File: config.mk
export PLATFORM = sky130hd
export DESIGN_NAME = trace_id_gate
export DESIGN_NICKNAME = d
export VERILOG_FILES = /design/src/rtl/tig_pkg.sv /design/src/rtl/tig_ctrl.sv /design/src/rtl/tig_datapath.sv /design/src/rtl/trace_id_gate.sv
export SDC_FILE = /design/constraint.sdc
export NUM_CORES = 1
export LEC_CHECK = 0
export ABC_AREA = 0
export ABC_CLOCK_PERIOD_IN_PS = 1900
export BUFFER_PORTS_ARGS = -buffer_cell sky130_fd_sc_hd__buf_2
export CAP_MARGIN = 40
export CORE_UTILIZATION = 35
export CTS_CLUSTER_DIAMETER = 50
export DETAILED_ROUTE_END_ITERATION = 12
export SYNTH_ARGS = -nofsm -noshare
export SYNTH_HDL_FRONTEND = slang
export SYNTH_SLANG_ARGS = --single-unit
File: constraint.sdc
create_clock -name clk -period 1.9 [get_ports clk]
set_clock_uncertainty 0.1 [all_clocks]
set_input_delay 0.095 -clock clk [delete_from_list [all_inputs] [get_ports clk]]
set_output_delay 0.095 -clock clk [all_outputs]
set_load 0.01 [all_outputs]
File: src/rtl/tig_pkg.sv
package tig_pkg;
  localparam int NumSinks     = 2;
  localparam int IdW          = 7;
  localparam int RegW         = 32;
  localparam int NumIds       = 1 << IdW;
  localparam int WordsPerSink = NumIds / RegW;
  localparam int WordSelW     = $clog2(WordsPerSink);
  localparam int BitSelW      = $clog2(RegW);
  localparam int SinkSelW     = (NumSinks > 1) ? $clog2(NumSinks) : 1;
  localparam logic [IdW-1:0] ResvFirst = 7'h70;

  typedef struct packed {
    logic                wrEn;
    logic                rdHit;
    logic [SinkSelW-1:0] sinkSel;
    logic [WordSelW-1:0] wordSel;
    logic [RegW-1:0]     wrData;
  } tig_strobe_t;
endpackage

File: src/rtl/tig_ctrl.sv
module tig_ctrl
  import tig_pkg::*;
#(
  parameter int              AddrW     = 12,
  parameter logic [AddrW-1:0] MaskBase = 12'h0F8,
  parameter logic [AddrW-1:0] LockAddr = 12'hFB0,
  parameter logic [RegW-1:0]  UnlockKey = 32'hC5AC_CE55
) (
  input  logic             clk,
  input  logic             rstN,
  input  logic             pSel,
  input  logic             pEnable,
  input  logic             pWrite,
  input  logic [AddrW-1:0] pAddr,
  input  logic [RegW-1:0]  pWdata,
  output tig_strobe_t      strobe,
  output logic             locked
);
  localparam int ByteOffW = $clog2(RegW / 8);
  localparam logic [AddrW-1:0] MaskSpan =
    AddrW'(NumSinks * WordsPerSink * (RegW / 8));

  logic             access;
  logic             inMask;
  logic [AddrW-1:0] offset;

  assign access = pSel & pEnable;
  assign offset = pAddr - MaskBase;
  assign inMask = (pAddr >= MaskBase) && (offset < MaskSpan) &&
                  (offset[ByteOffW-1:0] == '0);

  // Key register: always writable, reset to locked
  always_ff @(posedge clk or negedge rstN) begin
    if (!rstN) begin
      locked <= 1'b1;
    end else if (access && pWrite && (pAddr == LockAddr)) begin
      locked <= (pWdata != UnlockKey);
    end
  end

  always_comb begin
    strobe.wrEn    = access & pWrite & inMask & ~locked;
    strobe.rdHit   = access & ~pWrite & inMask;
    strobe.sinkSel = offset[ByteOffW+WordSelW +: SinkSelW];
    strobe.wordSel = offset[ByteOffW +: WordSelW];
    strobe.wrData  = pWdata;
  end
endmodule

File: src/rtl/tig_datapath.sv
module tig_datapath
  import tig_pkg::*;
#(
  parameter int DataW = 32
) (
  input  logic                clk,
  input  logic                rstN,
  input  tig_strobe_t         strobe,
  output logic [RegW-1:0]     pRdata,
  input  logic                inValid,
  input  logic [IdW-1:0]      inId,
  input  logic [DataW-1:0]    inData,
  output logic                inReady,
  output logic [NumSinks-1:0] sinkValid,
  output logic [DataW-1:0]    sinkData,
  output logic [IdW-1:0]      sinkId,
  input  logic [NumSinks-1:0] sinkReady
);
  logic [NumSinks-1:0][NumIds-1:0] maskQ;
  logic [NumSinks-1:0] accept;
  logic [NumSinks-1:0] blockVec;
  logic [IdW-1:0]      rdBase;
  logic                idReserved;

  // Mask storage: whole-word writes only
  always_ff @(posedge clk or negedge rstN) begin
    if (!rstN) begin
      maskQ <= '0;
    end else if (strobe.wrEn) begin
      for (int s = 0; s < NumSinks; s++) begin
        for (int w = 0; w < WordsPerSink; w++) begin
          if ((strobe.sinkSel == SinkSelW'(s)) && (strobe.wordSel == WordSelW'(w))) begin
            maskQ[s][w*RegW +: RegW] <= strobe.wrData;
          end
        end
      end
    end
  end

  assign rdBase = {strobe.wordSel, {BitSelW{1'b0}}};

  always_comb begin
    pRdata = '0;
    if (strobe.rdHit) begin
      pRdata = maskQ[strobe.sinkSel][rdBase +: RegW];
    end
  end

  assign idReserved = (inId == '0) || (inId >= ResvFirst);

  for (genvar s = 0; s < NumSinks; s++) begin : g_sink
    localparam logic [NumSinks-1:0] SelfBit = NumSinks'(1) << s;
    assign accept[s]    = maskQ[s][inId] & ~idReserved;
    assign blockVec[s]  = accept[s] & ~sinkReady[s];
    assign sinkValid[s] = inValid & accept[s] & ~|(blockVec & ~SelfBit);
  end

  assign inReady  = ~|blockVec;
  assign sinkData = inData;
  assign sinkId   = inId;
endmodule

File: src/rtl/trace_id_gate.sv
module trace_id_gate
  import tig_pkg::*;
#(
  parameter int               AddrW     = 12,
  parameter int               DataW     = 32,
  parameter logic [AddrW-1:0] MaskBase  = 12'h0F8,
  parameter logic [AddrW-1:0] LockAddr  = 12'hFB0,
  parameter logic [RegW-1:0]  UnlockKey = 32'hC5AC_CE55
) (
  input  logic                clk,
  input  logic                rstN,
  input  logic                pSel,
  input  logic                pEnable,
  input  logic                pWrite,
  input  logic [AddrW-1:0]    pAddr,
  input  logic [RegW-1:0]     pWdata,
  output logic [RegW-1:0]     pRdata,
  output logic                pReady,
  input  logic                inValid,
  input  logic [IdW-1:0]      inId,
  input  logic [DataW-1:0]    inData,
  output logic                inReady,
  output logic [NumSinks-1:0] sinkValid,
  output logic [DataW-1:0]    sinkData,
  output logic [IdW-1:0]      sinkId,
  input  logic [NumSinks-1:0] sinkReady
);
  tig_strobe_t strobe;
  logic        locked;

  assign pReady = 1'b1;

  tig_ctrl #(
    .AddrW(AddrW), .MaskBase(MaskBase), .LockAddr(LockAddr), .UnlockKey(UnlockKey)
  ) u_ctrl (
    .clk(clk), .rstN(rstN), .pSel(pSel), .pEnable(pEnable), .pWrite(pWrite),
    .pAddr(pAddr), .pWdata(pWdata), .strobe(strobe), .locked(locked)
  );

  tig_datapath #(.DataW(DataW)) u_dp (
    .clk(clk), .rstN(rstN), .strobe(strobe), .pRdata(pRdata),
    .inValid(inValid), .inId(inId), .inData(inData), .inReady(inReady),
    .sinkValid(sinkValid), .sinkData(sinkData), .sinkId(sinkId),
    .sinkReady(sinkReady)
  );
endmodule

Word level (Yosys, flattened, before mapping). Index checks and enable logic that the tools add are counted.

Flip-flop bits (word level): 257. Input port bits: 91. Logic and storage cells: 76.

Add/sub/neg operators: 1. $lt $le $gt $ge: 5. Eq/ne operators: 5. Shift-type cells: 1. Mux-type cells: 7. Bitwise logic cells: 20. Reductions and logical operators: 28.

Operators with widths (number): 128-bit two-way mux (2); 128-bit by 8-bit variable part select with 32-bit output (1); 32-bit two-way mux (1); 32-bit != test (second input constant) (1); 2-bit AND reduction (8); 1-bit AND (14); 1-bit binary-select mux with 7-bit select (2); 12-bit equality test (second input constant) (1); 12-bit by 8-bit greater-or-equal comparator with 1-bit output (second input constant) (1); 1-bit logical AND (12); 12-bit by 6-bit < comparator with 1-bit output (second input constant) (1); 12-bit by 8-bit subtractor with 12-bit output (second input constant) (1); 7-bit by 8-bit < comparator with 1-bit output (second input constant) (1); 7-bit greater-or-equal comparator (second input constant) (1); 7-bit logical NOT (1); 1-bit inverter (6); 2-bit equality test (second input constant) (2); 2-bit logical NOT (2); 1-bit logical NOT (3); 2-bit by 1-bit equality test with 1-bit output (second input constant) (1); 1-bit by 2-bit < comparator with 1-bit output (second input constant) (1); 1-bit two-way mux (2); 2-bit OR reduction (1); 1-bit logical OR (1).

Depth between registers and ports, before layout. Gate-level depths: netlist of run 1.

Depth in word-level cells: 7. Gate-level depth with buffers: 10. Gate-level depth less buffers: 7.

Cells and area by module. A second synthesis of run 1 with hierarchy kept.

Cell total of the unflattened synthesis: 1147. Area total of the unflattened synthesis: 14816.7 µm².

Modules (own cells, without submodules): tig_datapath (instances 1, cells an instance 1079, area each 14301.2 µm²); tig_ctrl (instances 1, cells an instance 66, area each 504.2 µm²); trace_id_gate (instances 1, cells an instance 2, area each 11.3 µm²).

Worst setup path before layout of run 1. No wires, ideal clock.

Kind: register -> output. From: register u_dp.maskQ[1] (netlist name). To: output port sinkValid[1]. Arrival time: 1.928 ns. Setup slack: -0.223 ns. Cell stages (with the launch flop): 6. Buffers on the path: 0. Path through: dfrtp_1 mux4_1 mux4_2 o211ai_2 a32oi_1 a211oi_1.

Longest elaborated chain between the ends: 6.

RTL lines: start: declaration (RTL line tig_datapath.sv:19) `logic [NumSinks-1:0][NumIds-1:0] maskQ;`; start signal: indexed assignment (RTL line tig_datapath.sv:33) `maskQ[s][w*RegW +: RegW] <= strobe.wrData;`; 1-bit binary-select mux with 7-bit select (RTL line tig_datapath.sv:53) `assign accept[s] = maskQ[s][inId] & ~idReserved;`; 1-bit two-way mux (not written as such) (RTL line tig_datapath.sv:53); 1-bit AND (RTL line tig_datapath.sv:53); 1-bit AND (RTL line tig_datapath.sv:54) `assign blockVec[s] = accept[s] & ~sinkReady[s];`; 1-bit logical NOT (RTL line tig_datapath.sv:55) `assign sinkValid[s] = inValid & accept[s] & ~|(blockVec & ~SelfBit);`; 1-bit AND (RTL line tig_datapath.sv:55); end: declaration (RTL line trace_id_gate.sv:23) `output logic [NumSinks-1:0] sinkValid,`.

No other way between the ends. The select of a mux whose other input is x is not followed.

Worst setup path in the final report of run 1.
From: register u_dp.maskQ[215] (netlist name). To: output port sinkValid[1].

Longest elaborated chain between the ends: 5.

RTL lines (RTL line): 1-bit binary-select mux with 7-bit select (tig_datapath.sv:53); 1-bit two-way mux (not written as such) (tig_datapath.sv:53); 1-bit AND (tig_datapath.sv:53); 1-bit AND (2 in series) (tig_datapath.sv:55).

No other way between the ends. The select of a mux whose other input is x is not followed.

==> metrics list, run 1 <==
- The die is 201 um wide.
- Kind of start point of the critical path: register
* TritonCTS Buffers: 35
* Clock latency on the worst-skew pair: 0.53 ns
- Post-synthesis net count: 1139
- Data arrives at the worst endpoint at 2.79 ns.
- Clock tree from TritonCTS: built
- Number of setup violations in the final report: 34
* Number of violations reported at the end of detailed-routing iteration 0: 1219
- Cell-by-cell listing of the critical path: mux4_2 -> mux2i_1 -> o221ai_1 -> o32ai_4 -> buf_4 -> a211oi_2 -> buf_2
- The netlist uses 60 different library cells.
* Final Hold Violating Endpoints: 1
- In the final layout, the multi-input gates occupy 8300 um^2.
- The layout has 3038 filler cells.
- The first global-routing pass estimated 81900 um of wire.
- For this run, the register share of the synthesized area comes to 0.465.
- Unrepaired setup endpoints after global routing: yes
- Data required time at the worst endpoint: 1.70 ns
- Reg area: 6430 um^2
* Endpoint kind of the worst setup timing path: output pin
- In the routed design, unresolved DRC markers number 0.
* GRT Residual Overflow: 0
* Lkg Pwr: 0.0101 uW
- Path depth of the worst reg2reg path: 6
* Num rows: 72
- The total area inside the core boundary comes to 38800 um^2.
- Number of antenna violations at the first check in global routing: 0
- Reg2Reg Launch Point: u_ctrl.locked
- In this run the deepest clock path goes through 3 buffers.
* Fraction of registers with async set or reset after synthesis: 1.00
- Bufs and invs on worst path: 2
* Predominant post-synthesis flop cell: dfrtp_1
- The final reports fail on negative hold slack, negative setup slack.
* Vias in the first global route: 12800
- Number of nets with antenna violations after routing: 0
- Average wire length per cell after detail routing: 26.4 um
- Post-Place Cell Area: 18200 um^2
- Number of enable flip-flop cells after synthesis: 0
* F_max: 335 MHz
- Effective utilization at floorplan: 0.356
* Synth-to-Final Area Change: 55.9%
* Post-detail-place hpwl: 35700 um
* Full die area: 40300 um^2
* Total number of clock tree sinks: 257
* Classification of the worst-slack hold path: in2async
* Syn Area/Cell: 13.2 um^2
- For the finished layout, the period the worst path requires is 2.99 ns.
* First-pass DRT Iterations: 5
- Final Cycle Share: 1.57
- Finished Layout Cells: 2074
- In this run the count of I/O pins placed on the die edge is 166.
- In this run the tool buffered the top-level ports with 100 buffer cells.
- The final-report max-slew violation count came to 0.
- In the post-route analysis, the smallest setup slack over all paths is -1.09 ns.
* Max-cap check violation count: 0
* DR vias: 12100
* Slew HR: 0.590
* Peak per-stage delay on the critical path: 0.51 ns
* Number of H-tree levels: 2
- Clock transition at the registers of the reported paths: 0.06 ns
- The number of placed instances, taps included, is 1923.
- Overall fraction of global-route tracks in use: 0.268
* Synth warn: 0
- Final Instance Area: 21600 um^2
* Slew at the pin closest to its max-slew limit: 0.606 ns
* Library cell contributing the largest single delay on the critical path: mux4_2
* Die Span Y: 201 um
- In this run the power density over the cells is 651 nW/um^2.
- After synthesis the netlist holds a flip-flop and latch count of 257.
- Entering global routing, the biggest net connects 60 pins.
- Largest voltage drop on the vdd net: 551 uV
* Worst path top cell family by delay: multiplexers
- Routability-driven placement finished with a final weighted congestion of 0.984.
* Count of nets after finishing: 1620
* Start-to-end type of the worst setup path: reg2out
- Cells after Synth: 1047
* Run status: finished, violations left
* Largest fanout on the critical path: 3
* Hold Slack: -0.00196 ns
- Ratio of cells with drive above 1 in the final layout: 0.652
* Netlist Area Pre-Place: 13800 um^2
- Clk root buf: clkbuf_16
- Setup slack of the worst register-to-register path: 0.05 ns
* CP Depth: 7
* Wire length reported by the detailed router: 54800 um
- After detailed routing, the number of vias per cell comes to 5.85.
* Worst R2R End: u_dp.maskQ[202]
==> cells by family after synthesis <==
family | Yosys count | synth area share
DFF | 257 | 0.465
buffers and inverters | 135 | 0.0608
muxes | 326 | 0.313
and+or+nand+nor | 141 | 0.0594
AOI/OAI and AO/OA | 186 | 0.100
other | 1 | 0.000271
adders and majority gates | 1 | 0.000905
==> final cells by class <==
type,instances,share of cell area
multi-input combinational,655,0.385
sequential,257,0.298
timing repair buffer,566,0.230
clock buffer,48,0.0470
tap,518,0.0301
clock inverter,16,0.00766
inverter,13,0.00226
antenna,1,0.000116
==> placed cells by master (no fill, tap or decap), types with 4 or more instances in the layout <==
cell type / Yosys / layout
nor4_4: 0 / 32
o22ai_2: 0 / 25
nor2b_1: 9 / 9
buf_16: 0 / 5
clkinv_2: 0 / 4
o22a_1: 31 / 31
a31oi_1: 4 / 4
buf_4: 69 / 341
buf_2: 10 / 90
o221ai_2: 0 / 26
nor4bb_1: 6 / 5
nand3b_1: 4 / 4
a21oi_1: 4 / 4
clkbuf_8: 0 / 9
a2111oi_0: 5 / 5
mux4_1: 11 / 9
mux4_2: 46 / 48
buf_8: 0 / 5
clkbuf_1: 37 / 4
o221ai_1: 34 / 4
nor2_1: 15 / 14
o21ai_0: 13 / 13
clkbuf_16: 0 / 36
inv_6: 0 / 7
dfrtp_1: 256 / 255
nand3_1: 10 / 9
inv_1: 11 / 10
o22ai_1: 73 / 40
nor2_4: 1 / 10
o22ai_4: 0 / 8
nand2_1: 27 / 27
mux2_2: 250 / 86
dlygate4sd3_1: 0 / 42
o221ai_4: 0 / 4
nor4_1: 38 / 5
buf_12: 2 / 41
mux2_4: 0 / 167
nand2b_1: 6 / 6
mux2i_1: 16 / 14
buf_6: 4 / 41
==> cell usage after synthesis (all sizes together), types with 2 or more instances <==
cell | count | area, um^2
nand2 | 27 | 101
nor3 | 3 | 15.0
o21ai | 13 | 65.1
mux2i | 16 | 160
nand4 | 4 | 40.0
nor4bb | 6 | 60.1
a41oi | 2 | 17.5
o221ai | 34 | 298
nand3 | 10 | 50.1
o22a | 31 | 272
a32oi | 2 | 17.5
nor4 | 38 | 238
nor2b | 9 | 56.3
o22ai | 73 | 457
dfrtp | 256 | 6410
a211oi | 4 | 30.0
or3b | 2 | 17.5
nand2b | 6 | 37.5
nor2 | 24 | 118
clkbuf | 37 | 139
a21oi | 4 | 20.0
mux4 | 57 | 1330
nand3b | 4 | 30.0
buf | 85 | 653
o211ai | 2 | 20.0
a2111oi | 5 | 43.8
mux2 | 253 | 2850
or4 | 2 | 15.0
a22oi | 2 | 15.0
a31oi | 4 | 25.0
inv | 13 | 48.8
==> metrics by stage <==
step / total power [uW] / TNS (ns) / utilization / worst slack, ns
floorplan: 6240 / -28.00 / - / -0.168
global placement: 6860 / -60.08 / 0.468 / -0.772
detailed placement: 6870 / -66.24 / 0.468 / -0.790
CTS: 13900 / -5.23 / 0.544 / -1.08
global route: 14400 / -7.95 / 0.555 / -1.11
finish: 14000 / -5.92 / 0.555 / -1.09
==> what timing repair did <==
| action | in CTS | in global routing |
|---|---|---|
| endpoints found under the hold margin | 513 | 0 |
| gates resized for setup | 167 | 51 |
| endpoints found under the setup margin | 35 | 36 |
| buffers inserted | 36 | 22 |
| pin swaps | 43 | 28 |
| gates cloned | 5 | 1 |
| hold buffers | 42 | 0 |
==> how the worst max path moves through the flow <==
stage,start,to,slack [ns]
after detailed placement,inId[0],sinkValid[1],-0.79
after global routing,u_dp.maskQ[151],sinkValid[1],-1.11
after global placement,inId[0],sinkValid[1],-0.77
after CTS,u_dp.maskQ[155],sinkValid[1],-1.08
final,u_dp.maskQ[215],sinkValid[1],-1.09
after floorplan,u_dp.maskQ[151],sinkValid[0],-0.17
==> state kept, by name, indices dropped and copies added, names as in the netlist <==
register,cells
u_ctrl.locked,1
u_dp.maskQ,256
==> layer usage <==
layer / GRT usage / vias up / share of wire
li1: - / 5032 / -
met1: 0.360 / 6314 / 0.42
met2: 0.430 / 650 / 0.47
met3: 0.0502 / 145 / 0.069
met4: 0.105 / 0 / 0.038
met5: 0 / - / 0
==> report_power, final <==
| group | internal, uW | total, uW | switching [uW] |
|---|---|---|---|
| Combinational | 805 | 1820 | 1010 |
| Clock | 4060 | 6740 | 2680 |
| Sequential | 5480 | 5490 | 4.80 |
Power figures use the tool's default switching activity.
==> run 2, diff against run 1 <==
CELL_PAD_IN_SITES_DETAIL_PLACEMENT = 0   (was unset)
CELL_PAD_IN_SITES_GLOBAL_PLACEMENT = 1   (was unset)
PLACE_DENSITY_LB_ADDON = 0.1   (was unset)
==> run 2 against run 1 <==
The run ends with negative setup slack left. Final cell count shrank 0.14%. Clock power is 14% higher. Cell area decreased by 0.81%. Power up 5.8%. Non-clock buffer count fell by 7. Sequential power hardly changed. Hold slack better by 0.075 ns. Core utilization decreased by 0.45 points. Critical path depth rose by 1. Setup slack lost 0.038 ns. Register-to-register slack hardly changed. Maximum frequency fell by 1.3%. Largest cell class unchanged. Largest power group unchanged.
==> metrics list, run 2 (synthesis results as in run 1) <==
* Slew at the pin closest to its max-slew limit: 0.527 ns
- During I/O placement, the number of pins put on the boundary was 166.
- Full die area: 40300 um^2
* Kind of start point of the critical path: register
- In this run the worst path has a maximum fanout of 4.
* Final critical-path setup slack: -1.13 ns
- Once detail routing completed, the nets flagged for antenna violations numbered 0.
- IR analysis of the VDD net gives a maximum drop of 687 uV.
* Area inside the core boundary: 38800 um^2
- Flip-flop count of the largest register after layout: 256
- Setup slack of the worst register-to-register path: 0.05 ns
* Endpoint kind of the worst setup timing path: output pin
- The share of total power dissipated in combinational logic is 0.113.
- Dividing the final minimum period by the clock period gives 1.59.
- GRT Residual Overflow: 0
- Switching Share: 0.258
- Hold timing on the final database bottoms out at a slack of 0.0727 ns.
- Ranked by flip-flop count, first place goes to u_dp.maskQ.
- Effective utilization at floorplan: 0.356
- The number of antenna violations at the first check in global routing is 1.
- The share of total power dissipated in the clock network is 0.518.
* Global-route wire length before repair: 83200 um
* Lkg Pwr: 0.0101 uW
- Input and output buffers added on the ports amount to 100.
* Classification of the worst-slack hold path: in2async
- Setup repair after global routing could not meet its margin everywhere.
* Vias in the first global route: 12200
* Clock transition at the registers of the reported paths: 0.06 ns
- Entering global routing, the biggest net connects 54 pins.
* Mean number of vias per cell: 5.64
- Clk root buf: clkbuf_16
- The share of total power dissipated in sequential elements is 0.369.
- In this run the power spent charging and discharging nets is 3840 uW.
- Leaving out fill and tap cells, the most frequent cells in the layout are buf_4, dfrtp_1, mux2_4.
* DR vias: 11700
- The highest layer touched by signal routing is met4.
- The routed design uses 25600 um of met2 wire.
- Max-cap check violation count: 0
- TritonCTS Buffers: 37
* Die width: 201 um
* Synth-to-Final Area Change: 54.7%
* Data arrival at the endpoint of the critical path: 2.83 ns
- Leaving out fill and tap cells, the most frequent cell in the layout is buf_4.
* Number of setup violations in the final report: 34
* Routed metal-1 wire length: 26600 um
* Cell Pwr Density: 694 nW/um^2
- Data required time at the worst endpoint: 1.70 ns
- Final Hold Violating Endpoints: 0
* Total number of clock tree sinks: 257
- Number of violations reported at the end of detailed-routing iteration 0: 960
- Longest Clk Path Bufs: 3
* Number of inserted filler cells in the final layout: 3288
- The clock reaches the later pin of the worst-skew pair after 0.55 ns.
* Count of nets after finishing: 1615
* Wire length reported by the detailed router: 56500 um
* Violations in the final reports: negative setup slack
* Average wire length per cell after detail routing: 27.3 um
- F_max: 330 MHz
* Minimum period implied by the final worst setup slack: 3.03 ns
* Max Transition Viols Final: 0
* Run status: finished, violations left
- Die Span Y: 201 um
- In the detailed route, the total length drawn on met3 is 3030 um.
* Overall fraction of global-route tracks in use: 0.282
- Post-detail-place hpwl: 37900 um
- Headroom to the max-slew limit came out at 0.647.
- Top Registers: u_dp.maskQ (256), u_ctrl.locked (1)
- The clock tree synthesis step divided the H-tree into 2 levels.
- Core utilization of the finished layout: 0.551
- Post-placement worst setup slack: -0.783 ns
- Cell internal power was estimated by the tool at 11000 uW.
- Clock tree from TritonCTS: built
- Of the cells placed in the final design, the portion with a size suffix greater than 1 is 0.638.
* RePlAce Congestion: 0.885
- Start-to-end type of the worst setup path: reg2out
* Number of remaining DRC errors: 0
- Num rows: 72
* First-pass DRT Iterations: 5
-- run 2: critical path: stages, from the launching register on --
cell,delay (ns)
dfrtp_1,0.42
mux4_2,0.49
mux2i_2,0.26
mux2i_1,0.12
o211a_1,0.27
o32ai_4,0.24
buf_6,0.16
o2111a_1,0.17
buf_2,0.12
-- run 2: metal layers --
layer  vias to the layer above  global-route usage
met1                      6129               0.412
li1                       5025                   -
met2                       439               0.427
met3                        88              0.0510
met5                         -                   0
met4                         0              0.0796
-- run 2: path summary, 6_finish.rpt --
| check | from | to | depth (start not counted) |
|---|---|---|---|
| max | u_dp.maskQ[204] | sinkValid[0] | 8 |
| min | rstN | u_dp.maskQ[168] | 3 |
| max reg2reg | u_ctrl.locked | u_dp.maskQ[92] | 7 |
| min reg2reg | u_ctrl.locked | u_ctrl.locked | 2 |
| max in group asynchronous | rstN | u_dp.maskQ[237] | 4 |
| min in group clk | inData[13] | sinkData[13] | 0 |
-- run 2: cell type report --
cell class                      count  area [um^2]  share of cell area
Sequential cell                   257         6430               0.301
Multi-Input combinational cell    655         8040               0.376
Antenna cell                        1         2.50            0.000117
Tap cell                          518          648              0.0303
Inverter                           13         51.3             0.00240
Clock inverter                     21          333              0.0156
Timing Repair Buffer              559         4860               0.227
Clock buffer                       47         1020              0.0478
-- run 2: what timing repair did --
action | CTS | global route
pin swaps | 47 | 11
endpoints found under the setup margin | 35 | 55
endpoints found under the hold margin | 513 | 0
gates resized for setup | 148 | 37
gates cloned | 2 | 2
hold buffers | 37 | 0
setup buffers | 36 | 23
-- run 2: through the flow --
stage,setup TNS [ns],total power [uW],cells,cell area [um^2]
2_1_floorplan,-28.00,6240,1047,14600
3_3_place_gp,-67.37,6920,1915,18100
3_5_place_dp,-70.05,6920,1915,18100
4_1_cts,-6.98,14900,2046,21000
5_1_grt,-9.24,15300,2070,21400
6_report,-6.85,14900,2071,21400
-- run 2: power groups by stage --
stage                     logic (uW)  clock network [uW]  registers [uW]
after floorplan                  657                   0            5580
after global placement          1340                   0            5580
after detailed placement        1340                   0            5580
after CTS                       1610                7800            5490
after global routing            1770                8020            5480
final                           1680                7690            5490
